**config.mk**
```make
export PLATFORM = sky130hd
export DESIGN_NAME = tsf_beacon_timer
export DESIGN_NICKNAME = d
export VERILOG_FILES = /design/src/rtl/tsf_pkg.sv /design/src/rtl/tsf_window_chk.sv /design/src/rtl/tsf_ctrl.sv /design/src/rtl/tsf_datapath.sv /design/src/rtl/tsf_beacon_timer.sv
export SDC_FILE = /design/constraint.sdc
export NUM_CORES = 1
export LEC_CHECK = 0
export BUFFER_PORTS_ARGS = -buffer_cell sky130_fd_sc_hd__buf_2
export CAP_MARGIN = 0
export CORE_ASPECT_RATIO = 1.25
export CORE_UTILIZATION = 55
export DETAILED_ROUTE_END_ITERATION = 6
export HOLD_SLACK_MARGIN = 0.08
export PLACE_DENSITY = 0.72
export SLEW_MARGIN = 20
export SYNTH_ARGS = -nofsm -noshare
export SYNTH_HDL_FRONTEND = slang
export SYNTH_HIERARCHICAL = 1
export SYNTH_SLANG_ARGS = --single-unit
```
**constraint.sdc**
```tcl
create_clock -name clk -period 4.8 [get_ports clk]
set_input_delay 0.24 -clock clk [delete_from_list [all_inputs] [get_ports clk]]
set_output_delay 0.24 -clock clk [all_outputs]
set_load 0.03 [all_outputs]
```
**src/rtl/tsf_pkg.sv**
```systemverilog
package tsf_pkg;
  localparam int TSF_W      = 64;
  localparam int BUS_W      = 32;
  localparam int TMR_W      = 16;
  localparam int ADDR_W     = 4;
  localparam int NUM_TMR    = 4;
  localparam int TU_LSB     = 10;
  localparam int EIGHTH_LSB = 7;

  localparam int IDX_NBTT = 0;
  localparam int IDX_DMA  = 1;
  localparam int IDX_SWBA = 2;
  localparam int IDX_ATIM = 3;

  typedef enum logic [ADDR_W-1:0] {
    A_TSF_LO = 4'd0,
    A_TSF_HI = 4'd1,
    A_CTRL   = 4'd2,
    A_INTVL  = 4'd3,
    A_NBTT   = 4'd4,
    A_DMA    = 4'd5,
    A_SWBA   = 4'd6,
    A_ATIM   = 4'd7,
    A_ARM    = 4'd8
  } regAddr_e;

  // Strobes from the register control to the datapath, one clock wide.
  typedef struct packed {
    logic               loadTsf;
    logic               clearTsf;
    logic [TSF_W-1:0]   loadVal;
    logic               wrIntvl;
    logic [NUM_TMR-1:0] wrTimer;
    logic               arm;
    logic [TMR_W-1:0]   value;
  } tsfStrobe_t;
endpackage

```
**src/rtl/tsf_window_chk.sv**
```systemverilog
module tsf_window_chk
  import tsf_pkg::*;
(
  input  logic [TMR_W-1:0] a,
  input  logic [TMR_W-1:0] b,
  input  logic [TMR_W-1:0] window,
  input  logic [TMR_W-1:0] intval,
  output logic             ok
);
  localparam int EW = TMR_W + 2;
  localparam logic [EW-1:0] WRAP = EW'(1) << TMR_W;

  logic [EW-1:0] aExt, bExt, wExt, iExt, gap;

  always_comb begin
    aExt = EW'(a);
    bExt = EW'(b);
    wExt = EW'(window);
    iExt = EW'(intval);
    gap  = iExt - wExt;
    ok   = ((bExt - aExt) == wExt)
        || ((aExt - bExt) == gap)
        || (((aExt | WRAP) - bExt) == gap)
        || (((bExt | WRAP) - aExt) == wExt);
  end
endmodule

```
**src/rtl/tsf_ctrl.sv**
```systemverilog
module tsf_ctrl
  import tsf_pkg::*;
(
  input  logic                          clk,
  input  logic                          rstN,
  input  logic                          wrEn,
  input  logic                          rdEn,
  input  logic [ADDR_W-1:0]             addr,
  input  logic [BUS_W-1:0]              wrData,
  input  logic [TSF_W-1:0]              tsf,
  input  logic [TMR_W-1:0]              intvl,
  input  logic [NUM_TMR-1:0][TMR_W-1:0] timers,
  input  logic [1:0]                    winOk,
  output tsfStrobe_t                    stb,
  output logic                          rdValid,
  output logic [BUS_W-1:0]              rdData
);
  logic [BUS_W-1:0] loStage;
  logic [BUS_W-1:0] hiLatch;

  // Write decode: every action is registered into a one-clock strobe.
  always_ff @(posedge clk) begin
    if (!rstN) begin
      stb     <= '0;
      loStage <= '0;
    end else begin
      stb <= '0;
      if (wrEn) begin
        case (addr)
          A_TSF_LO: loStage <= wrData;
          A_TSF_HI: begin
            stb.loadTsf <= 1'b1;
            stb.loadVal <= {wrData, loStage};
          end
          A_CTRL:   stb.clearTsf <= wrData[0];
          A_INTVL:  begin stb.wrIntvl <= 1'b1; stb.value <= wrData[TMR_W-1:0]; end
          A_NBTT:   begin stb.wrTimer[IDX_NBTT] <= 1'b1; stb.value <= wrData[TMR_W-1:0]; end
          A_DMA:    begin stb.wrTimer[IDX_DMA]  <= 1'b1; stb.value <= wrData[TMR_W-1:0]; end
          A_SWBA:   begin stb.wrTimer[IDX_SWBA] <= 1'b1; stb.value <= wrData[TMR_W-1:0]; end
          A_ATIM:   begin stb.wrTimer[IDX_ATIM] <= 1'b1; stb.value <= wrData[TMR_W-1:0]; end
          A_ARM:    begin stb.arm <= 1'b1; stb.value <= wrData[TMR_W-1:0]; end
          default:  ;
        endcase
      end
    end
  end

  // Read path: low-half read snapshots the high half of the same value.
  always_ff @(posedge clk) begin
    if (!rstN) begin
      rdValid <= 1'b0;
      rdData  <= '0;
      hiLatch <= '0;
    end else begin
      rdValid <= rdEn;
      if (rdEn) begin
        case (addr)
          A_TSF_LO: begin
            rdData  <= tsf[BUS_W-1:0];
            hiLatch <= tsf[TSF_W-1:BUS_W];
          end
          A_TSF_HI: rdData <= hiLatch;
          A_INTVL:  rdData <= BUS_W'(intvl);
          A_NBTT:   rdData <= BUS_W'(timers[IDX_NBTT]);
          A_DMA:    rdData <= BUS_W'(timers[IDX_DMA]);
          A_SWBA:   rdData <= BUS_W'(timers[IDX_SWBA]);
          A_ATIM:   rdData <= BUS_W'(timers[IDX_ATIM]);
          A_ARM:    rdData <= BUS_W'(winOk);
          default:  rdData <= '0;
        endcase
      end
    end
  end
endmodule

```
**src/rtl/tsf_datapath.sv**
```systemverilog
module tsf_datapath
  import tsf_pkg::*;
#(
  parameter int CYCLES_PER_US = 1,
  parameter int DMA_LEAD      = 2,
  parameter int SW_LEAD       = 1
) (
  input  logic                          clk,
  input  logic                          rstN,
  input  tsfStrobe_t                    stb,
  output logic [TSF_W-1:0]              tsf,
  output logic [TMR_W-1:0]              intvl,
  output logic [NUM_TMR-1:0][TMR_W-1:0] timers,
  output logic [NUM_TMR-1:0]            fire
);
  logic tick;

  generate
    if (CYCLES_PER_US <= 1) begin : g_tickDirect
      assign tick = 1'b1;
    end else begin : g_tickPresc
      localparam int PW = $clog2(CYCLES_PER_US);
      localparam logic [PW-1:0] LAST = PW'(CYCLES_PER_US - 1);
      logic [PW-1:0] presc;
      always_ff @(posedge clk) begin
        if (!rstN || stb.loadTsf || stb.clearTsf || presc == LAST) presc <= '0;
        else presc <= presc + 1'b1;
      end
      assign tick = (presc == LAST);
    end
  endgenerate

  logic [TSF_W-1:0]               tsfInc;
  logic                           tsfRun, tuEdge, eighthEdge;
  logic [TMR_W-1:0]               tuNow, eighthNow;
  logic [NUM_TMR-1:0]             hit;
  logic [NUM_TMR-1:0][TMR_W-1:0]  step;
  logic [NUM_TMR-1:0][TMR_W-1:0]  armVal;

  always_comb begin
    tsfInc     = tsf + 1'b1;
    tsfRun     = !stb.loadTsf && !stb.clearTsf;
    tuEdge     = tick && tsfRun && (tsfInc[TU_LSB-1:0] == '0);
    eighthEdge = tick && tsfRun && (tsfInc[EIGHTH_LSB-1:0] == '0);
    tuNow      = tsfInc[TU_LSB+TMR_W-1:TU_LSB];
    eighthNow  = tsfInc[EIGHTH_LSB+TMR_W-1:EIGHTH_LSB];

    armVal[IDX_NBTT] = stb.value;
    armVal[IDX_DMA]  = (stb.value - TMR_W'(DMA_LEAD)) << 3;
    armVal[IDX_SWBA] = (stb.value - TMR_W'(SW_LEAD)) << 3;
    armVal[IDX_ATIM] = stb.value + 1'b1;

    for (int i = 0; i < NUM_TMR; i++) begin
      if (i == IDX_DMA || i == IDX_SWBA) begin
        hit[i]  = eighthEdge && (eighthNow == timers[i]);
        step[i] = intvl << 3;
      end else begin
        hit[i]  = tuEdge && (tuNow == timers[i]);
        step[i] = intvl;
      end
    end
  end

  always_ff @(posedge clk) begin
    if (!rstN)             tsf <= '0;
    else if (stb.clearTsf) tsf <= '0;
    else if (stb.loadTsf)  tsf <= stb.loadVal;
    else if (tick)         tsf <= tsfInc;
  end

  always_ff @(posedge clk) begin
    if (!rstN)            intvl <= '0;
    else if (stb.wrIntvl) intvl <= stb.value;
  end

  always_ff @(posedge clk) begin
    if (!rstN) begin
      timers <= '0;
      fire   <= '0;
    end else begin
      fire <= hit;
      for (int i = 0; i < NUM_TMR; i++) begin
        if (stb.arm)             timers[i] <= armVal[i];
        else if (stb.wrTimer[i]) timers[i] <= stb.value;
        else if (hit[i])         timers[i] <= timers[i] + step[i];
      end
    end
  end
endmodule

```
**src/rtl/tsf_beacon_timer.sv**
```systemverilog
module tsf_beacon_timer
  import tsf_pkg::*;
#(
  parameter int CYCLES_PER_US = 1,
  parameter int DMA_LEAD      = 2,
  parameter int SW_LEAD       = 1
) (
  input  logic              clk,
  input  logic              rstN,
  input  logic              wrEn,
  input  logic              rdEn,
  input  logic [ADDR_W-1:0] addr,
  input  logic [BUS_W-1:0]  wrData,
  output logic              rdValid,
  output logic [BUS_W-1:0]  rdData,
  output logic              nbttPulse,
  output logic              dmaPulse,
  output logic              swbaPulse,
  output logic              atimPulse
);
  tsfStrobe_t                    stb;
  logic [TSF_W-1:0]              tsfVal;
  logic [TMR_W-1:0]              intvl;
  logic [NUM_TMR-1:0][TMR_W-1:0] tmr;
  logic [NUM_TMR-1:0]            fire;
  logic [1:0]                    winOk;

  tsf_ctrl u_ctrl (
    .clk(clk), .rstN(rstN), .wrEn(wrEn), .rdEn(rdEn), .addr(addr),
    .wrData(wrData), .tsf(tsfVal), .intvl(intvl), .timers(tmr),
    .winOk(winOk), .stb(stb), .rdValid(rdValid), .rdData(rdData)
  );

  tsf_datapath #(
    .CYCLES_PER_US(CYCLES_PER_US), .DMA_LEAD(DMA_LEAD), .SW_LEAD(SW_LEAD)
  ) u_dp (
    .clk(clk), .rstN(rstN), .stb(stb), .tsf(tsfVal), .intvl(intvl),
    .timers(tmr), .fire(fire)
  );

  tsf_window_chk u_winAtim (
    .a(tmr[IDX_NBTT]), .b(tmr[IDX_ATIM]), .window(TMR_W'(1)),
    .intval(intvl), .ok(winOk[0])
  );

  tsf_window_chk u_winDma (
    .a(tmr[IDX_DMA] >> 3), .b(tmr[IDX_NBTT]), .window(TMR_W'(DMA_LEAD)),
    .intval(intvl), .ok(winOk[1])
  );

  assign nbttPulse = fire[IDX_NBTT];
  assign dmaPulse  = fire[IDX_DMA];
  assign swbaPulse = fire[IDX_SWBA];
  assign atimPulse = fire[IDX_ATIM];
endmodule

```
==> Yosys cells after proc, flatten, opt, wreduce, memory -nomap -nowiden <==
Index checks and enable logic that the tools add are counted.
Widths: inputs -> output; s select.
{ "op_classes": {"addsub": 18, "eq_ne": 20, "muxes": 21, "bitwise_logic": 1, "n_reduce_logical": 33} }
{ "ops": {"columns": ["operator", "n"], "rows": [
  ["$pmux 32 s8", 1],
  ["$mux 16", 12],
  ["$eq 18x18->1", 4],
  ["$add 16x16->16", 4],
  ["$add 64x1->64 const B", 1],
  ["$eq 16x16->1", 4],
  ["$mux 64", 1],
  ["$sub 17x16->18", 3],
  ["$eq 18x1->1 const B", 2],
  ["$eq 18x2->1 const B", 2],
  ["$sub 16x16->17", 2],
  ["$sub 17x13->18", 1],
  ["$sub 13x16->17", 1],
  ["$sub 16x1->17 const B", 1],
  ["$sub 16x13->17", 1],
  ["$sub 16x2->17 const B", 1],
  ["$add 16x1->16 const B", 1],
  ["$eq 4x3->1 const B", 4],
  ["$sub 13x1->13 const B", 1],
  ["$sub 13x2->13 const B", 1],
  ["$reduce_bool 3->1", 4],
  ["$logic_not 10->1", 1],
  ["$reduce_and 3->1", 3],
  ["$eq 4x2->1 const B", 2],
  ["other kinds (13)", 35]
]} }
{ "word_totals": {"reg_bits": 333, "output_inout_bits": 37, "elab_cells": 113} }

==> Longest topological paths before layout <==
{ "depth": {"word_depth": 7, "depth_mapped": 21, "mapped_depth_nobuf": 21} }

==> Cells and area by module <==
The synthesis kept the hierarchy.
{ "modules_own_cells": {"columns": ["module", "n_inst", "cells_per_inst", "area_per_inst_um2", "seq_area_each_um2"], "rows": [
  ["tsf_datapath", 1, 1519, 11966.5, 2962.8],
  ["tsf_ctrl", 1, 758, 7090.6, 3703.6],
  ["tsf_window_chk", 2, 392, 2815.2, 0.0],
  ["tsf_beacon_timer", 1, 2, 7.5, 0.0]
]} }

==> Worst setup path after synthesis <==
OpenSTA, ideal clock, no wires.
{ "synth_path": {"path_kind": "reg2reg", "from": "register u_dp/timers[0] (netlist name)", "to": "register u_ctrl.rdData[0]", "setup_time_ns": 0.074, "t_arrival_ns": 3.853, "setup_slack_ns": 0.873, "stages_incl_launch_ff": 22, "path_buffers": 0, "cell_sequence": "dfxtp_1 -> inv_1 -> ha_1 -> inv_1 -> fa_1 -> nand3_1 -> and4bb_1 -> or3_1 -> o21ai_1 -> a21oi_1 -> o21bai_1 -> a21o_1 -> a21oi_1 -> ha_1 -> o2111ai_1 -> nor4_1 -> nand4_1 -> a2111oi_2 -> a32o_1 -> nand2_1 -> a221o_1 -> a31oi_1"} }
{ "synth_via": {"elab_chain_len": 6, "word_cells_on_any_way": 12, "classes_between": "add/sub: 4; eq/ne: 4; mux: 1; reduce/logical: 3"} }
{ "synth_rtl": {"columns": ["item", "line", "text"], "rows": [
  ["start: declaration", "tsf_datapath.sv:13", "output logic [NUM_TMR-1:0][TMR_W-1:0] timers,"],
  ["start signal: indexed assignment", "tsf_datapath.sv:83", "if (stb.arm) timers[i] <= armVal[i];"],
  ["start signal: indexed assignment", "tsf_datapath.sv:84", "else if (stb.wrTimer[i]) timers[i] <= stb.value;"],
  ["start signal: indexed assignment", "tsf_datapath.sv:85", "else if (hit[i]) timers[i] <= timers[i] + step[i];"],
  ["$sub 16x16->17, on equally long branches", "tsf_window_chk.sv:21, tsf_window_chk.sv:22", null],
  ["$eq 18x1->1 / $eq 18x18->1 (equally long branches)", "tsf_window_chk.sv:21, tsf_window_chk.sv:22", null],
  ["$logic_or 1x1->1", "tsf_window_chk.sv:22", "|| ((aExt - bExt) == gap)"],
  ["$logic_or 1x1->1", "tsf_window_chk.sv:23", "|| (((aExt | WRAP) - bExt) == gap)"],
  ["$logic_or 1x1->1 (*)", "tsf_window_chk.sv:24", "|| (((bExt | WRAP) - aExt) == wExt);"],
  ["via winOk[0]", "tsf_beacon_timer.sv:26", "logic [1:0] winOk;"],
  ["$pmux 32 s8 (*)", "tsf_ctrl.sv:57", "case (addr)"],
  ["end signal: assignment", "tsf_ctrl.sv:59", "rdData <= tsf[BUS_W-1:0];"],
  ["end signal: assignment", "tsf_ctrl.sv:62", "A_TSF_HI: rdData <= hiLatch;"],
  ["end signal: assignment", "tsf_ctrl.sv:63", "A_INTVL: rdData <= BUS_W'(intvl);"],
  ["end: declaration", "tsf_ctrl.sv:16", "output logic [BUS_W-1:0] rdData"]
]} }
The timed path passes the listed nets; every way through them passes the cells marked *.
A chain may end at the register's enable or synchronous reset.

==> Final worst setup path <==
{ "layout_path": {"from": "register u_dp/timers[50] (netlist name)", "to": "register u_ctrl.rdData[0]"} }
The elaborated chain is that of the path after synthesis.

==> summary by stage <==
Outcome
The flow ran to the end, but the final reports show violations. The checks that failed: design-rule violations.

Synthesis
Synthesis inferred 333 register bits. The fraction of the mapped netlist area in compound gates came to 0.192. The fraction of registers with async set/reset is 0. The number of warnings reported in the yosys synthesis log is 6.

Of the total synthesized cell area, the portion taken by full adders, half adders and majority gates is 0.0902. In this run, synthesis inferred 0 flip-flops with an integrated enable. Of the total synthesized cell area, the portion taken by AND, OR, NAND and NOR gates is 0.211. Of the total synthesized cell area, the portion taken by XOR and XNOR cells is 0.125. The combinational family with the most area after synthesis is simple AND/OR/NAND/NOR gates. For this run, the register share of the synthesized area comes to 0.270.

In this run the cell area of the synthesized design comes to 0.0247 mm². For this run, the leading register cell type out of synthesis is sky130_fd_sc_hd__dfxtp_1. In this run, distinct cell masters in the synthesized netlist total 97. The share of cell area taken by muxes after synthesis is 0.0499. The average footprint of a synthesized cell is 8.06 µm². The gate count of the mapped netlist is 3063.

Worst setup path
On the critical path the largest part of the delay comes from compound AO/OA/AOI/OAI gates. The critical path capture point type is a flip-flop. The endpoint identified for the worst register-to-register timing path is u_ctrl/rdData[0]. The worst register-to-register path has a setup slack of 0.17 ns. Counting both buffers and inverters, the worst setup path holds a total of 0. The nature of the critical path startpoint is a flip-flop.

The kind of critical path is flip-flop to flip-flop. The startpoint identified for the worst register-to-register timing path is u_dp/timers[50]. On the worst path, the slowest cell contributes a delay of 0.48 ns. Traced cell by cell, the critical path runs through ha_1 -> nand3_1 -> and4bb_1 -> or3_1 -> o21ai_1 -> a21oi_1 -> o21bai_1 -> a21o_1 -> a21oi_1 -> ha_1 -> o2111ai_1 -> nor4_1 -> nand4_1 -> a2111oi_2 -> a32o_1 -> nand2_1 -> a221o_1 -> a31oi_1. Data on the critical path is required at its endpoint by 5.31 ns. Counting buffers and inverters, the worst setup path is 18 cells deep. Among all stages on the critical path, the largest delay is contributed by sky130_fd_sc_hd__ha_1. The length in cells of the worst reg-to-reg path is 18. The top fanout value on the critical path is 8. The startpoint of the worst setup timing path is u_dp/timers[50].

The signal arrival time at the worst endpoint is 5.14 ns. The endpoint of the worst setup timing path is u_ctrl/rdData[0].

STA
The maximum clock frequency is 216 MHz. The minimum period implied by the final worst setup slack is 4.63 ns. The worst-margin pin slew is 1.07 ns. Dividing the final minimum period by the clock period gives 0.965.

Setup violations remaining at the end of the flow were counted as 0. Between clock sinks in the finished design, the worst skew comes to 0.0192 ns. The total count of max-transition violations in the final report was 0. The worst relative slew slack is 0.285. The hold violation total from the final report is 0.

Placed design
The congestion estimate from routability-driven global placement came to 1.05. The HPWL after detailed placement is 72.8 mm. The number of I/O port buffers is 76.

GRT
The first global-routing pass estimated 140 mm of wire. For this run, the total global-route usage over all layers was measured as 0.413. For this run the aggregate overflow at the end of global routing stands at 0. Entering global routing, the biggest net connects 96 pins. The number of global-route vias before repair is 22900.

The number of antenna violations at the first check in global routing was 4.

Clocking
The clock latency of the later-clocked register in the worst-skew pair is 0.61 ns. The number of buffers added by the clock tree synthesis step is 31. The tree is rooted in a sky130_fd_sc_hd__clkbuf_16. The clock passes through at most 3 buffers. The number of clock sinks is 333. The clock tree from TritonCTS is yes. The CTS H-tree depth is 1. The clock-pin slew reported for the worst setup and hold paths after clock tree synthesis is 0.07 ns.

Floorplan
The area inside the core boundary is 0.0442 mm². The die is 239 µm tall. The initial core utilization is 0.558. The die covers 0.0458 mm². The die is 192 µm wide. 77 I/O pins were placed. The floorplan has 86 rows.

Final layout
The commonest non-fill, non-tap cell in the layout is sky130_fd_sc_hd__dfxtp_1. Across the whole layout, storage elements account for 0.00668 mm². The count of filler cells inserted in the layout is 3957.

The final layout net count is 3417. The area of the multi-input gates is 0.0168 mm². In the layout the commonest cells are sky130_fd_sc_hd__dfxtp_1 (326), sky130_fd_sc_hd__nand2_1 (289), sky130_fd_sc_hd__nor2_1 (248). The ratio of cells with drive above 1 in the final layout is 0.0897. The utilization of the core after routing is 0.619.

The area growth from synthesis to layout is 10.8%.

Power and ir drop
For this design the ratio of total power to cell area is 226 mW/mm². The maximum ir drop on the vdd rail is 0.308 mV. The leakage dissipation is 11.1 nW.

The power consumption is 6.20 mW.

Drt
The routed length per instance is 25.2 µm. The first detailed-routing pass ran for 7 iterations. The total DRC errors in the routed layout is 26. The count of nets left with antenna violations after detail routing is 0.

The via-per-instance ratio is 6.24. The total length of routed wires is 95.7 mm. The detailed router placed 23700 vias in this run.

For this block, the initial DRC count from the detailed router was 2093.

Worst hold path
The worst hold path class is input pin to flip-flop.

Flow run
The number of violations of the max-capacitance limit is 0.
## layout make-up
class	instances	area share
clock buffer	40	0.0314
clock inverter	11	0.00338
timing repair buffer	217	0.0561
sequential	333	0.244
tap	572	0.0261
inverter	176	0.0241
antenna	1	0.0000914
multi-input combinational	2446	0.615
## per-stage QoR
step | hold WS (ns) | std cells | worst slack, ns | TNS [ns] | cell area, µm²
2_1_floorplan | 0.358 | 3139 | 0.873 | 0 | 25000
3_3_place_gp | 0.434 | 3712 | 0.332 | 0 | 26100
4_1_cts | 0.141 | 3795 | 0.162 | 0 | 27400
5_1_grt | 0.156 | 3795 | -0.0117 | -0.0117 | 27400
3_5_place_dp | 0.437 | 3712 | 0.197 | 0 | 26100
6_report | 0.152 | 3796 | 0.170 | 0 | 27400
## kinds of logic (layout without fill, tap and decap cells)
group | count (synthesis) | after routing
compound gates | 715 | 715
xor+xnor | 310 | 310
fa+ha+maj | 172 | 172
buf+inv | 360 | 444
flops | 333 | 333
mux | 121 | 121
other cells | 2 | 79
simple gates | 1050 | 1050
## flip-flops by register name, indices dropped and copies added (netlist names), named ones only
name,flops
u_ctrl/loStage,32
u_ctrl/rdData,32
u_ctrl/stb,88
u_dp/fire,4
u_ctrl/hiLatch,32
u_dp/intvl,16
u_dp/tsf,64
u_ctrl/rdValid,1
u_dp/timers,58
## report_power, final
part,internal (mW),switching (mW)
sequential,2.78,0.0352
clock,1.30,1.10
combinational,0.402,0.573
## per-layer routing
layer | global-route usage | part of all wire
met1 | 0.440 | 0.35
met2 | 0.695 | 0.47
met3 | 0.0788 | 0.078
met4 | 0.366 | 0.10
met5 | 0 | 0.00045
## synth_stat cells, types with 26 or more instances
library cell,n,share of area
sky130_fd_sc_hd__mux2i_1,113,0.046
sky130_fd_sc_hd__nor2b_1,27,0.0068
sky130_fd_sc_hd__nand3_1,89,0.018
sky130_fd_sc_hd__ha_1,162,0.082
sky130_fd_sc_hd__xor2_1,99,0.035
sky130_fd_sc_hd__a21boi_1,40,0.012
sky130_fd_sc_hd__inv_1,176,0.027
sky130_fd_sc_hd__nor2_1,249,0.038
sky130_fd_sc_hd__nand4_1,43,0.011
sky130_fd_sc_hd__a211oi_1,29,0.0088
sky130_fd_sc_hd__dfxtp_1,333,0.27
sky130_fd_sc_hd__and2_1,123,0.031
sky130_fd_sc_hd__clkbuf_1,101,0.015
sky130_fd_sc_hd__and3_1,26,0.0066
sky130_fd_sc_hd__xnor2_1,184,0.065
sky130_fd_sc_hd__a21o_1,37,0.011
sky130_fd_sc_hd__o22ai_1,30,0.0076
sky130_fd_sc_hd__buf_2,46,0.0093
sky130_fd_sc_hd__a21oi_1,205,0.042
sky130_fd_sc_hd__a21boi_0,26,0.0079
sky130_fd_sc_hd__nor3_1,68,0.014
sky130_fd_sc_hd__nand2_1,289,0.044
sky130_fd_sc_hd__o21ai_0,110,0.022
## worst reg2reg max path, delay by kind of cell (launching register included)
family	cells	cell delay [ns]
AOI/OAI and AO/OA	10	1.95
adders and majority gates	2	0.77
DFF	1	0.40
and+or+nand+nor	6	1.41
## worst min path at each step
stage	startpoint	to	slack (ns)	cells after the start
finish	rdEn	u_ctrl/rdValid	0.15	2
global route	rdEn	u_ctrl/rdValid	0.16	2
floorplan	wrData[0]	u_ctrl/stb[86]	0.36	2
global placement	u_ctrl/loStage[15]	u_ctrl/stb[37]	0.43	1
detailed placement	u_ctrl/rdData[6]	u_ctrl/rdData[6]	0.44	2
CTS	rdEn	u_ctrl/rdValid	0.14	2
## timing repair
item / 4_1_cts / 5_1_grt
gates resized for setup: 0 / 6
hold buffers: 32 / 0
setup endpoints to repair: 0 / 2
buffers inserted: 0 / 0
hold endpoints to repair: 81 / 0
No activity file was read; power rests on OpenSTA's default activity.
